## src/rtl/portdir_pkg.sv

```systemverilog
package portdir_pkg;
  localparam int PORT_W = 8;
  localparam int SYNC_W = 4;

  // pin ownership map
  localparam int PIN_A0_RX = 0;
  localparam int PIN_A0_TX = 1;
  localparam int PIN_A1_RX = 2;
  localparam int PIN_A1_TX = 3;
  localparam int PIN_SYNC0 = 4;
  localparam int PIN_SEL   = 7;

  typedef enum logic [1:0] {
    RULE_NONE      = 2'd0,
    RULE_FORCE_IN  = 2'd1,
    RULE_FORCE_OUT = 2'd2,
    RULE_GATED     = 2'd3
  } pin_rule_e;
endpackage

```

## src/rtl/portdir_reg.sv

```systemverilog
module portdir_reg #(
  parameter int ADDR_W = 16,
  parameter int DATA_W = 8,
  parameter logic [ADDR_W-1:0] REG_ADDR = 16'h00D7
) (
  input  logic              clk,
  input  logic              rst,
  input  logic [ADDR_W-1:0] addr,
  input  logic              wr,
  input  logic [DATA_W-1:0] wdata,
  output logic [DATA_W-1:0] rdata,
  output logic [DATA_W-1:0] dir_q
);
  logic hit;

  assign hit = (addr == REG_ADDR);

  always_ff @(posedge clk) begin
    if (rst) begin
      dir_q <= '0;
    end else if (wr && hit) begin
      dir_q <= wdata;
    end
  end

  assign rdata = hit ? dir_q : '0;


  write_store_chk: assert property (@(posedge clk) disable iff (rst)
    (wr && addr == REG_ADDR) |=> (dir_q == $past(wdata)));


  foreign_write_chk: assert property (@(posedge clk) disable iff (rst)
    (wr && addr != REG_ADDR) |=> (dir_q == $past(dir_q)));


  foreign_read_chk: assert property (@(posedge clk) disable iff (rst)
    (addr != REG_ADDR) |-> (rdata == '0));
endmodule

```

## src/rtl/portdir_owner.sv

```systemverilog
module portdir_owner
  import portdir_pkg::*;
(
  input  logic              a0_rx_en,
  input  logic              a0_tx_en,
  input  logic              a1_rx_en,
  input  logic              a1_tx_en,
  input  logic              sync_en,
  input  logic              sync_master,
  input  logic [SYNC_W-1:0] sync_want,
  output pin_rule_e         rule [PORT_W]
);
  always_comb begin
    for (int i = 0; i < PORT_W; i++) rule[i] = RULE_NONE;
    if (a0_rx_en) rule[PIN_A0_RX] = RULE_FORCE_IN;
    if (a0_tx_en) rule[PIN_A0_TX] = RULE_FORCE_OUT;
    if (a1_rx_en) rule[PIN_A1_RX] = RULE_FORCE_IN;
    if (a1_tx_en) rule[PIN_A1_TX] = RULE_FORCE_OUT;
    if (sync_en) begin
      for (int k = 0; k < SYNC_W - 1; k++) begin
        rule[PIN_SYNC0 + k] = sync_want[k] ? RULE_GATED : RULE_FORCE_IN;
      end
      // select pin: slave forces input, master leaves the register in charge
      rule[PIN_SEL] = sync_master ? RULE_NONE : RULE_FORCE_IN;
    end
  end
endmodule

```

## src/rtl/portdir_pin.sv

```systemverilog
module portdir_pin
  import portdir_pkg::*;
(
  input  pin_rule_e rule,
  input  logic      dir_bit,
  output logic      oe
);
  always_comb begin
    unique case (rule)
      RULE_FORCE_IN:  oe = 1'b0;
      RULE_FORCE_OUT: oe = 1'b1;
      RULE_GATED:     oe = dir_bit;
      default:        oe = dir_bit;
    endcase
  end
endmodule

```

## src/rtl/portdir_ctrl.sv

```systemverilog
module portdir_ctrl
  import portdir_pkg::*;
#(
  parameter int ADDR_W = 16,
  parameter logic [ADDR_W-1:0] DIR_ADDR = 16'h00D7
) (
  input  logic              clk,
  input  logic              rst,
  input  logic [ADDR_W-1:0] bus_addr,
  input  logic              bus_wr,
  input  logic [PORT_W-1:0] bus_wdata,
  output logic [PORT_W-1:0] bus_rdata,
  input  logic              async0_rx_en,
  input  logic              async0_tx_en,
  input  logic              async1_rx_en,
  input  logic              async1_tx_en,
  input  logic              sync_en,
  input  logic              sync_master,
  input  logic [SYNC_W-1:0] sync_want_out,
  output logic [PORT_W-1:0] pin_oe
);
  logic [PORT_W-1:0] dir_q;
  pin_rule_e         rule [PORT_W];

  portdir_reg #(
    .ADDR_W  (ADDR_W),
    .DATA_W  (PORT_W),
    .REG_ADDR(DIR_ADDR)
  ) u_reg (
    .clk  (clk),
    .rst  (rst),
    .addr (bus_addr),
    .wr   (bus_wr),
    .wdata(bus_wdata),
    .rdata(bus_rdata),
    .dir_q(dir_q)
  );

  portdir_owner u_owner (
    .a0_rx_en   (async0_rx_en),
    .a0_tx_en   (async0_tx_en),
    .a1_rx_en   (async1_rx_en),
    .a1_tx_en   (async1_tx_en),
    .sync_en    (sync_en),
    .sync_master(sync_master),
    .sync_want  (sync_want_out),
    .rule       (rule)
  );

  for (genvar g = 0; g < PORT_W; g++) begin : g_pin
    portdir_pin u_pin (
      .rule   (rule[g]),
      .dir_bit(dir_q[g]),
      .oe     (pin_oe[g])
    );
  end


  rx_input_chk: assert property (@(posedge clk) disable iff (rst)
    (async0_rx_en || async1_rx_en) |->
      (!(async0_rx_en && pin_oe[PIN_A0_RX]) && !(async1_rx_en && pin_oe[PIN_A1_RX])));


  tx_output_chk: assert property (@(posedge clk) disable iff (rst)
    (async0_tx_en || async1_tx_en) |->
      ((!async0_tx_en || pin_oe[PIN_A0_TX]) && (!async1_tx_en || pin_oe[PIN_A1_TX])));


  sync_in_chk: assert property (@(posedge clk) disable iff (rst)
    sync_en |-> ((pin_oe[PIN_SEL-1:PIN_SYNC0] & ~sync_want_out[SYNC_W-2:0]) == '0));


  sync_gate_chk: assert property (@(posedge clk) disable iff (rst)
    sync_en |-> ((pin_oe[PIN_SEL-1:PIN_SYNC0] & ~bus_rdata_gate()) == '0));


  slave_sel_chk: assert property (@(posedge clk) disable iff (rst)
    (sync_en && !sync_master) |-> !pin_oe[PIN_SEL]);


  override_keep_chk: assert property (@(posedge clk) disable iff (rst)
    !($past(bus_wr) && $past(bus_addr) == DIR_ADDR) && bus_addr == DIR_ADDR
      && $past(bus_addr) == DIR_ADDR |-> $stable(bus_rdata));

  function automatic logic [SYNC_W-2:0] bus_rdata_gate();
    return dir_q[PIN_SEL-1:PIN_SYNC0];
  endfunction
endmodule

```

## config.mk

```make
export PLATFORM = sky130hd
export DESIGN_NAME = portdir_ctrl
export DESIGN_NICKNAME = d
export VERILOG_FILES = /design/src/rtl/portdir_pkg.sv /design/src/rtl/portdir_reg.sv /design/src/rtl/portdir_owner.sv /design/src/rtl/portdir_pin.sv /design/src/rtl/portdir_ctrl.sv
export SDC_FILE = /design/constraint.sdc
export NUM_CORES = 1
export LEC_CHECK = 0
export ABC_AREA = 1
export BUFFER_PORTS_ARGS = -buffer_cell sky130_fd_sc_hd__clkbuf_2
export CORE_ASPECT_RATIO = 0.7
export CORE_MARGIN = 2
export CORE_UTILIZATION = 40
export DETAILED_ROUTE_END_ITERATION = 8
export PLACE_DENSITY = 0.86
export SYNTH_ARGS = -nofsm -noshare
export SYNTH_HDL_FRONTEND = slang
export SYNTH_HIERARCHICAL = 1
export SYNTH_SLANG_ARGS = --single-unit
```

## constraint.sdc

```tcl
create_clock -name clk -period 1 [get_ports clk]
set_clock_uncertainty 0.05 [all_clocks]
set_input_delay 0.2 -clock clk [delete_from_list [all_inputs] [get_ports clk]]
set_output_delay 0.2 -clock clk [all_outputs]
set_load 0.005 [all_outputs]
```

== Word level (Yosys, flattened, before mapping) ==
Cells that the tools add are included.

* Reduce and logical (&&, ||, !) cells: 1
* Multiplexer cells: 18
* Equal/unequal tests: 17

{| class="wikitable"
|+ Operator list
! operator !! number
|-
| 16-bit by 8-bit == test with 1-bit output (second input constant) || 1
|-
| 8-bit two-way mux || 2
|-
| 1-bit one-hot mux with 2 select lines || 8
|-
| 2-bit by 1-bit == test with 1-bit output (second input constant) || 6
|-
| 2-bit == test (second input constant) || 6
|-
| 2-bit two-way mux || 5
|-
| 1-bit by 2-bit == test with 1-bit output (second input constant) || 2
|-
| 1-bit two-way mux || 3
|-
| 1-bit == test (second input constant) || 2
|-
| 1-bit logical AND || 1
|}

* Logic and storage cells: 37
* Bits in registers: 8

== Longest topological paths before layout ==
* Depth in word-level cells: 4
* Depth in mapped cells: 8

== Modules after synthesis ==
The synthesis kept the hierarchy.

{| class="wikitable"
|+ Modules (own cells, without submodules)
! module !! cells an instance !! times used !! area an instance (um^2)
|-
| portdir_reg || 102 || 1 || 575.6
|-
| portdir_pin || 6 || 8 || 31.3
|-
| portdir_owner || 21 || 1 || 126.4
|}

== Worst setup path before layout ==
Ideal clock, no wire load.

* Path type: input to output
* Start: input port bus_addr[11]
* End: output port bus_rdata[0]
* Setup slack: -0.074 ns
* Stages: 3
* Data arrival time: 0.824 ns
* Buffers on the path: 0
* Cells stage by stage: nor4_1 -> nand3_1 -> nor2_1

* Word-level cells in the longest chain between the ends: 2

{| class="wikitable"
|+ RTL lines
! item !! line !! text
|-
| start: declaration || portdir_ctrl.sv:9 || <nowiki>input logic [ADDR_W-1:0] bus_addr,</nowiki>
|-
| 16-bit by 8-bit == test with 1-bit output || portdir_reg.sv:16 || <nowiki>assign hit = (addr == REG_ADDR);</nowiki>
|-
| 8-bit two-way mux || portdir_reg.sv:26 || <nowiki>assign rdata = hit ? dir_q : '0;</nowiki>
|-
| end: declaration || portdir_ctrl.sv:12 || <nowiki>output logic [PORT_W-1:0] bus_rdata,</nowiki>
|}

Every way passes these cells.

== Final worst setup path ==
* Start: input port bus_addr[10]
* End: output port bus_rdata[4]

Same word-level chain as after synthesis.

==> impl_metrics.csv <==
group,metric,value,unit
floorplanning,io_pins,53,
global_route,grt_pass1_vias,954,
critical_path,critPathBufInv,2,
clocking,clock_sinks,8,
critical_path,slowest_stage,"nor4_4",
pwr,vdd_drop_max,0.511,mV
synth,postSynthCellCount,171,
critical_path,crit_fanout,8,
clocking,cts-root-buf,"clkbuf_4",
critical_path,crit_family,"simple AND/OR/NAND/NOR gates",
routing,first_pass_iters,3,
synth,synth_top_area_share,19.7,%
synth,synthesis.area_per_instance,5.57,um2
critical_path,required,0.75,ns
timing,hold_ws,0.224,ns
layout,regMostFlops,"u_reg/dir_q",
layout,area_growth,61.6,%
routing,drc,0,
routing,antenna_left,0,
run_status,failed_checks,"setup timing",
synth,yosys.cell_count.top_type,"inv_1",
synth,synth_area,952,um2
floorplanning,rows,14,
timing,post-route-worst-setup-slack,-0.337,ns
floorplanning,fp.dieH,44.8,um
synth,synth-async-reset-ratio,0,%
synth,synthFlopType,"dfxtp_1",
timing,fin_tns_setup,-3.27,ns
layout,reg_top3,"u_reg/dir_q (8)",
synth,synth_seq_cells,8,
floorplanning,die_area,2790,um2
synth,yosys-top-cells-count,"inv_1 (50), nand2_1 (48), nor2_1 (24)",
critical_path,end_kind,"output port",
clocking,clockBufferDepth,2,
timing,hold_violations,0,
routing,viasPerCell,4.15,
floorplanning,core_region_area,2210,um2
pwr,powerDensity,597,nW/um2
timing,rsz0062_at_grt,"yes",
layout,stdcell_area,1540,um2
timing,timing.final.crit_share,134,%
routing,vias,1055,
synth,synth_warnings,6,
layout,n_antenna_cell,0,
placement,place_area,1250,um2
synth,synth_top_cell_by_area,"inv_1",
global_route,grt_max_degree,10,
layout,largest_register_ffs,8,
layout,fin_nets,269,
critical_path,worst_setup_path_start_kind,"input pin",
critical_path,timing_worst_setup_path_type,"input pin to output port",
global_route,grtUsageTotal,17.8,%
timing,max_freq,748,MHz
critical_path,cp_slowest_stage_delay,0.31,ns
global_route,grt_pass1_wl,3890,um
synth,ys_types,15,
routing,wl,2420,um
routing,drtIter0Drc,15,
clocking,clk_latency,0.25,ns
placement,port_buffers,51,
clocking,cts_tree,"done",
clocking,cts_buffers,3,
floorplanning,start_util,43.1,%
timing,setup_violations,16,
clocking,htreeDepth,1,
routing,wl_per_cell,9.51,um
placement,hpwl,1660,um
layout,drive_gt1_share,48.6,%
placement,place.gp.congestion,0.667,
pwr,p_leak,0.846,nW
timing,fin_crit,1.34,ns
critical_path,crit_path_cell_trace,"clkbuf_2 -> nor4_4 -> nand3_4 -> nor2_1 -> clkbuf_2",
timing,maxSlewViolCount,0,
floorplanning,die_w,62.3,um
global_route,grt_overflow,0,
global_route,antenna_found_initial,0,
synth,seq_area_frac_synth,16.8,%
critical_path,path_common_cell,"clkbuf_2",
layout,utilization,69.7,%
synth,synth_edf_count,0,
clocking,clk_pin_slew,0.06,ns
critical_path,cp_data_arrival_time,1.09,ns
synth,synthTopCellsByArea,"inv_1 (20%), nand2_1 (19%), dfxtp_1 (17%), ha_1 (11%), buf_4 (9.5%)",
run,max-cap-violations,0,
min_path,worstHoldPathType,"input pin to register",
run_status,status,"finished, violations left",
report_power, final:
| group | switching, W | internal, W |
|---|---|---|
| sequential | 0.00000000245 | 0.000319 |
| combinational | 0.000174 | 0.000177 |
| clock | 0.000112 | 0.000138 |
tightest hold or removal path, cell delays in order:
cell and delay [ns]:
clkbuf_2 0.08, inv_1 0.04, nand4_1 0.08, nand2_1 0.06, nor2_1 0.03
placed cells by master (no fill, tap or decap):
cell type and n:
inv_1 43, nand2_1 40, clkbuf_2 39, nor2_1 13, nor2_2 10, nand4_1 9
ha_4 8, buf_6 7, inv_2 6, nand2_2 5, buf_2 5, conb_1 5
nor2_4 5, buf_4 4, dfxtp_2 4, dfxtp_1 4, clkbuf_4 3, nand2_4 3
inv_4 2, nor4_4 2, nand3_4 2, buf_8 1, clkbuf_16 1, nand3_2 1
area by class of cell:
cell class / count / area, um2
Inverter: 51 / 196
Timing Repair Buffer: 57 / 369
Clock buffer: 3 / 22.5
Multi-Input combinational cell: 103 / 746
Fill cell: 214 / 668
Sequential cell: 8 / 165
Tap cell: 32 / 40.0
final timing paths:
kind                               startpoint                           to  slack, ns  depth (start not counted)
setup / recovery                 bus_addr[10]                 bus_rdata[4]      -0.34                          5
hold / removal                   bus_wdata[3]  u_reg/dir_q[3]$_SDFFE_PP0P_       0.22                          5
setup reg to reg  u_reg/dir_q[5]$_SDFFE_PP0P_  u_reg/dir_q[5]$_SDFFE_PP0P_       0.29                          4
hold reg to reg   u_reg/dir_q[4]$_SDFFE_PP0P_  u_reg/dir_q[4]$_SDFFE_PP0P_       0.49                          4
kinds of logic (layout without fill, tap and decap cells):
| logic type | count (synthesis) | count (layout) | synth area share [%] |
|---|---|---|---|
| AND/OR/NAND/NOR | 90 | 90 | 42.2 |
| buffers and inverters | 64 | 111 | 30.1 |
| adder cells (fa/ha/maj) | 8 | 8 | 10.5 |
| flip-flops | 8 | 8 | 16.8 |
| other | 1 | 5 | 0.394 |
routing by layer:
layer / wire length, um / vias to the layer above / share of wire, % / global-route usage, %
li1: - / 580 / - / -
met1: 1060 / 448 / 44 / 19.9
met2: 1210 / 27 / 50 / 34.8
met3: 143 / 0 / 5.9 / 5.99
met4: 0 / 0 / 0 / 2.67
met5: 0 / - / 0 / 0
what timing repair did:
action | CTS | global route
endpoints found under the setup margin | 19 | 24
pin swaps | 16 | 24
hold buffers | 0 | 0
setup buffers | 0 | 0
endpoints found under the hold margin | 0 | 0
gates resized for setup | 31 | 42
stage by stage:
stage | total power, W | instances | setup slack (ns)
2_1_floorplan | 0.000478 | 175 | -0.0127
3_3_place_gp | 0.000560 | 251 | -0.383
3_5_place_dp | 0.000565 | 251 | -0.399
4_1_cts | 0.000885 | 254 | -0.344
5_1_grt | 0.000998 | 254 | -0.398
6_report | 0.000919 | 254 | -0.337
Power figures use the tool's default switching activity.
